==> src/rtl/sdc_pkg.sv <==
package sdc_pkg;
  localparam int unsigned CTRL_TAKEOVER_BIT = 1;
  localparam int unsigned CTRL_IRWR_BIT     = 2;

  typedef enum logic [1:0] {
    LD_IDLE  = 2'd0,
    LD_ARMED = 2'd1,
    LD_DONE  = 2'd2
  } ld_state_e;
endpackage

==> src/rtl/sdc_sync.sv <==
module sdc_sync #(
  parameter int unsigned WIDTH  = 3,
  parameter int unsigned STAGES = 2
) (
  input  logic             clk_i,
  input  logic             rst_ni,
  input  logic [WIDTH-1:0] async_i,
  output logic [WIDTH-1:0] sync_o
);
  logic [STAGES-1:0][WIDTH-1:0] stage_q;

  always_ff @(posedge clk_i or negedge rst_ni) begin
    if (!rst_ni) stage_q <= '0;
    else         stage_q <= {stage_q[STAGES-2:0], async_i};
  end

  assign sync_o = stage_q[STAGES-1];
endmodule

==> src/rtl/sdc_edge.sv <==
module sdc_edge #(
  parameter int unsigned WIDTH = 2
) (
  input  logic             clk_i,
  input  logic             rst_ni,
  input  logic [WIDTH-1:0] level_i,
  output logic [WIDTH-1:0] rise_o,
  output logic [WIDTH-1:0] fall_o
);
  logic [WIDTH-1:0] prev_q;

  always_ff @(posedge clk_i or negedge rst_ni) begin
    if (!rst_ni) prev_q <= '0;
    else         prev_q <= level_i;
  end

  for (genvar i = 0; i < WIDTH; i++) begin : g_edge
    assign rise_o[i] = level_i[i] & ~prev_q[i];
    assign fall_o[i] = ~level_i[i] & prev_q[i];
  end
endmodule

==> src/rtl/sdc_load_ctl.sv <==
module sdc_load_ctl
  import sdc_pkg::*;
(
  input  logic clk_i,
  input  logic rst_ni,
  input  logic cpu_fall_i,
  input  logic sclk_rise_i,
  input  logic sclk_fall_i,
  output logic load_o,
  output logic shift_o
);
  ld_state_e state_q, state_d;

  assign load_o  = (state_q == LD_ARMED) && sclk_rise_i;
  assign shift_o = sclk_rise_i && !load_o;

  always_comb begin
    state_d = state_q;
    unique case (state_q)
      LD_ARMED: if (load_o)      state_d = LD_DONE;
      LD_DONE:  if (sclk_fall_i) state_d = LD_IDLE;
      default:  state_d = LD_IDLE;
    endcase
    if (cpu_fall_i) state_d = LD_ARMED;
  end

  always_ff @(posedge clk_i or negedge rst_ni) begin
    if (!rst_ni) state_q <= LD_IDLE;
    else         state_q <= state_d;
  end

  p_arm_on_cpu_fall_r4: assert property (@(posedge clk_i) disable iff (!rst_ni)
    cpu_fall_i |=> state_q == LD_ARMED);

  p_enable_clears_r6: assert property (@(posedge clk_i) disable iff (!rst_ni)
    (state_q == LD_DONE && sclk_fall_i && !cpu_fall_i) |=> state_q == LD_IDLE);

  p_single_load_r6: assert property (@(posedge clk_i) disable iff (!rst_ni)
    load_o |=> !load_o);
endmodule

==> src/rtl/sdc_chain.sv <==
module sdc_chain #(
  parameter int unsigned BYTE_W    = 8,
  parameter int unsigned NUM_LANES = 8
) (
  input  logic                                  clk_i,
  input  logic                                  rst_ni,
  input  logic                                  shift_i,
  input  logic                                  load_i,
  input  logic                                  ser_i,
  input  logic [NUM_LANES-2:0][BYTE_W-1:0]      par_i,
  output logic [NUM_LANES-1:0][BYTE_W-1:0]      lanes_o
);
  localparam int unsigned CTRL_LANE = NUM_LANES - 1;

  for (genvar k = 0; k < NUM_LANES; k++) begin : g_lane
    logic [BYTE_W-1:0] q;
    logic              shin;

    if (k == 0) begin : g_head
      assign shin = ser_i;
    end else begin : g_link
      assign shin = lanes_o[k-1][BYTE_W-1];
    end

    if (k == CTRL_LANE) begin : g_ctrl
      always_ff @(posedge clk_i or negedge rst_ni) begin
        if (!rst_ni)      q <= '0;
        else if (shift_i) q <= {q[BYTE_W-2:0], shin};
      end
    end else begin : g_data
      always_ff @(posedge clk_i or negedge rst_ni) begin
        if (!rst_ni)      q <= '0;
        else if (load_i)  q <= par_i[k];
        else if (shift_i) q <= {q[BYTE_W-2:0], shin};
      end
    end

    assign lanes_o[k] = q;
  end

  p_capture_r5: assert property (@(posedge clk_i) disable iff (!rst_ni)
    load_i |=> lanes_o[CTRL_LANE-1:0] == $past(par_i));

  p_ctrl_hold_r5: assert property (@(posedge clk_i) disable iff (!rst_ni)
    load_i |=> $stable(lanes_o[CTRL_LANE]));

  p_serial_entry_r7: assert property (@(posedge clk_i) disable iff (!rst_ni)
    shift_i |=> lanes_o[0][0] == $past(ser_i));

  p_out_advance_r1: assert property (@(posedge clk_i) disable iff (!rst_ni)
    shift_i |=> lanes_o[CTRL_LANE][BYTE_W-1] == $past(lanes_o[CTRL_LANE][BYTE_W-2]));
endmodule

==> src/rtl/dbg_shadow_scan.sv <==
module dbg_shadow_scan
  import sdc_pkg::*;
#(
  parameter int unsigned BYTE_W      = 8,
  parameter int unsigned SYNC_STAGES = 2
) (
  input  logic                clk_i,
  input  logic                rst_ni,
  input  logic                sclk_i,
  input  logic                mosi_i,
  input  logic                cpu_clk_i,
  input  logic [BYTE_W-1:0]   cpu_r0_i,
  input  logic [BYTE_W-1:0]   cpu_r1_i,
  input  logic [BYTE_W-1:0]   cpu_r2_i,
  input  logic [BYTE_W-1:0]   cpu_r3_i,
  input  logic [BYTE_W-1:0]   cpu_pc_i,
  input  logic [2*BYTE_W-1:0] cpu_ir_i,
  output logic                miso_o,
  output logic [2*BYTE_W-1:0] shadow_ir_o,
  output logic                dec_takeover_o,
  output logic                ir_overwrite_o
);
  localparam int unsigned NUM_LANES = 8;
  localparam int unsigned CTRL_LANE = NUM_LANES - 1;

  logic [2:0] sync_lv;
  logic [1:0] rise, fall;
  logic       load, shift;
  logic [NUM_LANES-2:0][BYTE_W-1:0] par;
  logic [NUM_LANES-1:0][BYTE_W-1:0] lanes;

  // bit 0: sclk, bit 1: cpu clock, bit 2: mosi (same latency as sclk)
  sdc_sync #(.WIDTH(3), .STAGES(SYNC_STAGES)) u_sync (
    .clk_i   (clk_i),
    .rst_ni  (rst_ni),
    .async_i ({mosi_i, cpu_clk_i, sclk_i}),
    .sync_o  (sync_lv)
  );

  sdc_edge #(.WIDTH(2)) u_edge (
    .clk_i   (clk_i),
    .rst_ni  (rst_ni),
    .level_i (sync_lv[1:0]),
    .rise_o  (rise),
    .fall_o  (fall)
  );

  sdc_load_ctl u_ldctl (
    .clk_i       (clk_i),
    .rst_ni      (rst_ni),
    .cpu_fall_i  (fall[1]),
    .sclk_rise_i (rise[0]),
    .sclk_fall_i (fall[0]),
    .load_o      (load),
    .shift_o     (shift)
  );

  assign par[6] = cpu_r0_i;
  assign par[5] = cpu_r1_i;
  assign par[4] = cpu_r2_i;
  assign par[3] = cpu_r3_i;
  assign par[2] = cpu_pc_i;
  assign par[1] = cpu_ir_i[2*BYTE_W-1:BYTE_W];
  assign par[0] = cpu_ir_i[BYTE_W-1:0];

  sdc_chain #(.BYTE_W(BYTE_W), .NUM_LANES(NUM_LANES)) u_chain (
    .clk_i   (clk_i),
    .rst_ni  (rst_ni),
    .shift_i (shift),
    .load_i  (load),
    .ser_i   (sync_lv[2]),
    .par_i   (par),
    .lanes_o (lanes)
  );

  assign miso_o         = lanes[CTRL_LANE][BYTE_W-1];
  assign shadow_ir_o    = {lanes[1], lanes[0]};
  assign dec_takeover_o = lanes[CTRL_LANE][CTRL_TAKEOVER_BIT];
  assign ir_overwrite_o = lanes[CTRL_LANE][CTRL_IRWR_BIT];

  p_no_load_shift_r5: assert property (@(posedge clk_i) disable iff (!rst_ni)
    !(load && shift));
endmodule

==> config.mk <==
export PLATFORM = sky130hd
export DESIGN_NAME = dbg_shadow_scan
export DESIGN_NICKNAME = d
export VERILOG_FILES = /design/src/rtl/sdc_pkg.sv /design/src/rtl/sdc_sync.sv /design/src/rtl/sdc_edge.sv /design/src/rtl/sdc_load_ctl.sv /design/src/rtl/sdc_chain.sv /design/src/rtl/dbg_shadow_scan.sv
export SDC_FILE = /design/constraint.sdc
export NUM_CORES = 1
export LEC_CHECK = 0
export CELL_PAD_IN_SITES_DETAIL_PLACEMENT = 0
export CELL_PAD_IN_SITES_GLOBAL_PLACEMENT = 1
export CORE_MARGIN = 2
export CORE_UTILIZATION = 42
export DETAILED_ROUTE_END_ITERATION = 7
export PLACE_DENSITY = 0.83
export SYNTH_ARGS = -nofsm -noshare
export SYNTH_HDL_FRONTEND = slang
export SYNTH_SLANG_ARGS = --single-unit
==> constraint.sdc <==
create_clock -name clk_i -period 3.5 [get_ports clk_i]
set_input_delay 0.525 -clock clk_i [delete_from_list [all_inputs] [get_ports clk_i]]
set_output_delay 0.525 -clock clk_i [all_outputs]
set_load 0.05 [all_outputs]
==> results of run 1 <==
[where the power goes]
group / internal, uW / switching, uW
Combinational: 379 / 443
Clock: 394 / 310
Sequential: 1050 / 120
[sequential cells by signal, indices dropped and copies added, names as in the netlist]
register	count
u_edge.prev_q	2
u_sync.stage_q	3
u_chain.g_lane.q	64
u_sync.sync_o	3
u_ldctl.state_q	2
[metal layers]
metal,track usage,vias to the layer above
li1,-,1100
met1,0.212,979
met2,0.209,59
met3,0.0479,6
met4,0.0471,0
met5,0,-
[layout make-up]
cell class | count | area, um2 | area share
Sequential cell | 74 | 1850 | 0.435
Multi-Input combinational cell | 185 | 1280 | 0.300
Timing Repair Buffer | 79 | 788 | 0.185
Tap cell | 105 | 131 | 0.0308
Clock buffer | 9 | 124 | 0.0291
Clock inverter | 6 | 82.6 | 0.0194
Inverter | 1 | 3.75 | 0.000881
[stage by stage]
stage / total power (uW) / area [um2] / cells / hold WS, ns / utilization
6_report: 2700 / 4260 / 459 / 0.311 / 0.526
5_1_grt: 2860 / 4260 / 459 / 0.363 / 0.526
4_1_cts: 2740 / 4260 / 459 / 0.353 / 0.526
3_5_place_dp: 2020 / 4050 / 444 / 0.335 / 0.501
3_3_place_gp: 2000 / 4050 / 444 / 0.336 / 0.501
2_1_floorplan: 1850 / 3460 / 295 / 0.229 / -
[kinds of logic (layout without fill, tap and decap cells)]
group                  after synthesis  after routing
AND/OR/NAND/NOR                     62             62
AO/OA/AOI/OAI                       59             59
buffers and inverters               36             95
multiplexers                        64             64
flip-flops                          74             74
[cells in the mapped netlist, drive strengths merged]
cell     count
buf         28
nand2b       2
inv          1
nand2       56
clkbuf       7
and2b        2
a2bb2oi      1
o21ai       56
a22o         1
dfrtp       74
nor2         1
mux2i       56
mux2         8
or2b         1
a21oi        1
[worst paths after layout]
check	cells after the start	start	slack, ns	endpoint
setup / recovery	1	u_chain.g_lane[1].q[7]$_DFFE_PN0P_	1.39	shadow_ir_o[15]
hold / removal	1	rst_ni	0.31	u_sync.sync_o[2]$_DFF_PN0_
min in group clk_i	0	u_sync.stage_q[1]$_DFF_PN0_	0.35	u_sync.sync_o[1]$_DFF_PN0_
max in group asynchronous	1	rst_ni	2.58	u_chain.g_lane[4].q[4]$_DFFE_PN0P_
hold reg to reg	0	u_sync.stage_q[1]$_DFF_PN0_	0.35	u_sync.sync_o[1]$_DFF_PN0_
setup reg to reg	3	u_edge.prev_q[0]$_DFF_PN0_	1.57	u_chain.g_lane[7].q[5]$_DFFE_PN0P_
==> impl_metrics.toml, run 1 <==
[run_status]
status = "complete, no violations"

[layout]
layout-drive-gt1-share = 0.0876
syn_to_final_growth_pct = 23.0
n_fill_cell = 750
antenna_cells = 0
layout_common_cells = "clkdlybuf4s50_1 (78), dfrtp_1 (74), mux2i_1 (56), nand2_1 (56), o21ai_1 (49)"
final_common_cell = "clkdlybuf4s50_1"
nets = 411

[global_route]
grt_max_degree = 116
grt_overflow_total = 0
track_usage = 0.147
antenna_found_initial = 0
grt_pass1_vias = 2090
grt_pass1_wl_um = 10100

[worst_setup_path]
endpoint_kind = "output port"
crit_path_max_fanout = 3
path_buf_inv = 1
cp.required_ns = 2.97
cpMaxStageDelayCell = "clkdlybuf4s50_1"
crit_arrival_ns = 1.59
cp-start-kind = "flip-flop"
cp_cell_sequence = "clkdlybuf4s50_1"
slowest_delay_ns = 0.83
cp_top_family = "buffers and inverters"
worstSetupPathType = "reg2out"

[routing]
dr.max_layer_used = "met4"
drt-met1-wl_um = 3070
wirelength_um = 6090
dr.first_iter.drc_count = 105
post-route-drc-count = 0
wl_per_cell_um = 13.3
ant_nets = 0
vias = 2144
wl_met3_um = 385
drt_pre_antenna_iters = 4
vias_per_cell = 4.67
wl_met2_um = 2580

[clocking]
cts_buffers = 9
cts_setup_buffers = 0
root_buffer = "clkbuf_8"
path_clk_slew_ns = 0.08
clock_path_buffers = 2
cts_resized = 0
cts_tree = "done"
cts_max_level = 3
clkSinkCount = 74
clock_latency_ns = 0.34
cts-hold-fix-buffers = 0

[hold_path]
hold_class = "in2async"

[logic_synthesis]
synth-adder-area-share = 0
synth_xor_area_frac = 0
yosys.area.top_type = "dfrtp_1"
synth_compound_area_frac = 0.0903
syn_area_mm2 = 0.00346
synth_top_family_by_area = "multiplexers"
yosys.area_share.simple = 0.0820
synth_mux_area_frac = 0.197
syn-num-nets = 356
ys_types = 20
synthDominantCellAreaShare = 0.535
synth-seq-cells = 74
ys_top_cells_by_area = "dfrtp_1 (53%), mux2i_1 (16%), o21ai_1 (7.1%)"
ys_seq_area_frac = 0.535
syn_inst = 295
ys_warn_count = 0
avgSynthCellArea_um2 = 11.7

[run]
maxCapViolations = 0

[placement]
preCtsSetupSlack_ns = 1.56
hpwlAfterDp_um = 3900
gp_congestion = 0.695
io_buffers = 79

[floorplanning]
die_y_um = 94.8
ioPinCount = 80
core_area_mm2 = 0.00809
dieArea_mm2 = 0.00899
start_util = 0.428
num_rows = 33
dieWidth_um = 94.8

[power_and_ir_drop]
leakage_uw = 0.00199
power_density_mw_per_mm2 = 633
ir_drop_mv = 0.229

[sta]
final-setup-viol-count = 0
max_slew.worst_pin.slew_ns = 1.10
skew_ns = 0.00896
post-route-period-util = 0.603
max_slew_margin = 0.269
setup_slack_ns = 1.39
setup_tns_ns = 0
fmax_mhz = 473
post-route-min-period_ns = 2.11
slew_violations = 0
hold_viol_final = 0
rsz0062_at_grt = "no"
No activity file was read; power rests on OpenSTA's default activity.
==> inputs of run 2 (changes only) <==
--- a/config.mk
+++ b/config.mk
@@ -8,9 +8,9 @@
 export CELL_PAD_IN_SITES_DETAIL_PLACEMENT = 0
 export CELL_PAD_IN_SITES_GLOBAL_PLACEMENT = 1
 export CORE_MARGIN = 2
-export CORE_UTILIZATION = 42
+export CORE_UTILIZATION = 39
 export DETAILED_ROUTE_END_ITERATION = 7
-export PLACE_DENSITY = 0.83
+export PLACE_DENSITY = 0.78
 export SYNTH_ARGS = -nofsm -noshare
 export SYNTH_HDL_FRONTEND = slang
 export SYNTH_SLANG_ARGS = --single-unit
==> constraint.sdc (replaced) <==
create_clock -name clk_i -period 2.1 [get_ports clk_i]
set_input_delay 0.315 -clock clk_i [delete_from_list [all_inputs] [get_ports clk_i]]
set_output_delay 0.315 -clock clk_i [all_outputs]
set_load 0.05 [all_outputs]
==> run 2 against run 1 <==
The flow now finishes with violations (negative hold slack). Sequential share of layout area fell by 0.67 points. Non-clock buffer count rose by 7. Register-to-register slack got worse by 0.95 ns. Final cell count rose by 2.4%. Sequential cell count did not move. Global-route usage fell by 0.33 points. Largest power group unchanged. First-iteration DRC count fell by 27%.
==> impl_metrics.toml, run 2 (synthesis gave the netlist of run 1 again) <==
[routing]
vias_per_cell = 4.63
vias = 2177
wl_per_cell_um = 13.7
dr.first_iter.drc_count = 77
post-route-drc-count = 0
ant_nets = 0
drt_pre_antenna_iters = 5
wirelength_um = 6450

[sta]
max_slew_margin = 0.532
setup_slack_ns = 0.220
max_slew.worst_pin.slew_ns = 0.702
slew_violations = 0
fmax_mhz = 532
hold_viol_final = 3
rsz0062_at_grt = "no"
skew_ns = 0.0115
post-route-period-util = 0.895
final-setup-viol-count = 0
post-route-min-period_ns = 1.88
whs_ns = -0.00593
setup_tns_ns = 0

[global_route]
grt.met1_usage = 0.199
use_met2 = 0.207
track_usage = 0.143
grt_pass1_wl_um = 10900
antenna_found_initial = 0
grt_max_degree = 60
grt_busiest_layer = "met2"
grtUsageMet3 = 0.0379
grt_pass1_vias = 2149
grt_overflow_total = 0

[layout]
fin_cells = 470
antenna_cells = 0
layout_common_cells = "clkdlybuf4s50_1 (78), dfrtp_1 (74), mux2i_1 (56), nand2_1 (56), o21ai_1 (49)"
max_flop_register = "u_chain.g_lane.q"
layout-drive-gt1-share = 0.105
largest_reg_flops = 64
syn_to_final_growth_pct = 24.9
nets = 418
final_common_cell = "clkdlybuf4s50_1"
n_fill_cell = 816

[clocking]
clock_latency_ns = 0.35
clkSinkCount = 74
cts_setup_buffers = 0
path_clk_slew_ns = 0.09
cts_tree = "done"
root_buffer = "clkbuf_8"
cts_max_level = 3
cts_resized = 0
clock_path_buffers = 2
cts_buffers = 9
cts-hold-fix-buffers = 0

[floorplanning]
die_y_um = 98.2
dieArea_mm2 = 0.00965
start_util = 0.399
num_rows = 34
core_area_mm2 = 0.00868
ioPinCount = 80
dieWidth_um = 98.2

[worst_setup_path]
slowest_delay_ns = 0.83
worstSetupPathType = "reg2out"
cpMaxStageDelayCell = "clkdlybuf4s50_1"
endpoint_kind = "output port"
cp_top_family = "buffers and inverters"
path_buf_inv = 1
crit_arrival_ns = 1.56
cp.required_ns = 1.78
cp_cell_sequence = "clkdlybuf4s50_1"
crit_path_max_fanout = 3
cp-start-kind = "flip-flop"

[placement]
gp_congestion = 0.749
preCtsSetupSlack_ns = 0.597
hpwlAfterDp_um = 4410
place_inst = 454
io_buffers = 79

[power_and_ir_drop]
ir_drop_mv = 0.325
power_density_mw_per_mm2 = 1040
total_power_uw = 4490
leakage_uw = 0.00202

[run_status]
status = "complete, but fails checks"
violations = "negative hold slack"

[hold_path]
hold_class = "in2async"

[run]
maxCapViolations = 0
==> run 2: layer usage <==
layer | up-vias | wire length (um)
met5 | - | 0
met2 | 57 | 2800
met3 | 8 | 378
li1 | 1109 | -
met4 | 0 | 108
met1 | 1003 | 3160
==> run 2: final cells by class <==
cell class                      instances  area (um2)  area share
Inverter                                1        3.75    0.000868
Clock buffer                           11         141      0.0327
Sequential cell                        74        1850       0.428
Clock inverter                          5        62.6      0.0145
Multi-Input combinational cell        185        1280       0.295
Tap cell                              108         135      0.0312
Timing Repair Buffer                   86         853       0.197
==> run 2: final timing paths <==
check / start / endpoint / slack [ns] / cells past startpoint
worst max-delay path: u_chain.g_lane[1].q[6]$_DFFE_PN0P_ / shadow_ir_o[14] / 0.22 / 1
worst min-delay path: rst_ni / u_sync.stage_q[0]$_DFF_PN0_ / -0.006 / 1
worst max register to register: u_ldctl.state_q[0]$_DFFE_PN0P_ / u_chain.g_lane[0].q[7]$_DFFE_PN0P_ / 0.62 / 4
worst min register to register: u_sync.stage_q[2]$_DFF_PN0_ / u_sync.sync_o[2]$_DFF_PN0_ / 0.35 / 0
max in group asynchronous: rst_ni / u_chain.g_lane[4].q[0]$_DFFE_PN0P_ / 1.42 / 2
min in group clk_i: u_sync.stage_q[2]$_DFF_PN0_ / u_sync.sync_o[2]$_DFF_PN0_ / 0.35 / 0
==> run 2: through the flow <==
stage / area [um2] / util
final: 4330 / 0.498
after global placement: 4120 / 0.475
after CTS: 4330 / 0.498
after global routing: 4330 / 0.498
after floorplan: 3460 / -
after detailed placement: 4120 / 0.475
==> run 2: report_power, final <==
part	internal, uW	switching [uW]	leakage, uW
registers	1750	198	0.000923
clock network	588	548	0.0000962
logic	648	756	0.00100
==> inputs of run 3 (changes only) <==
--- a/config.mk
+++ b/config.mk
@@ -9,6 +9,7 @@
 export CELL_PAD_IN_SITES_GLOBAL_PLACEMENT = 1
 export CORE_MARGIN = 2
 export CORE_UTILIZATION = 39
+export CTS_CLUSTER_SIZE = 20
 export DETAILED_ROUTE_END_ITERATION = 7
 export PLACE_DENSITY = 0.78
 export SYNTH_ARGS = -nofsm -noshare
==> results of run 3 <==
No change in the layout: final DEF, timing and power equal those of run 2.
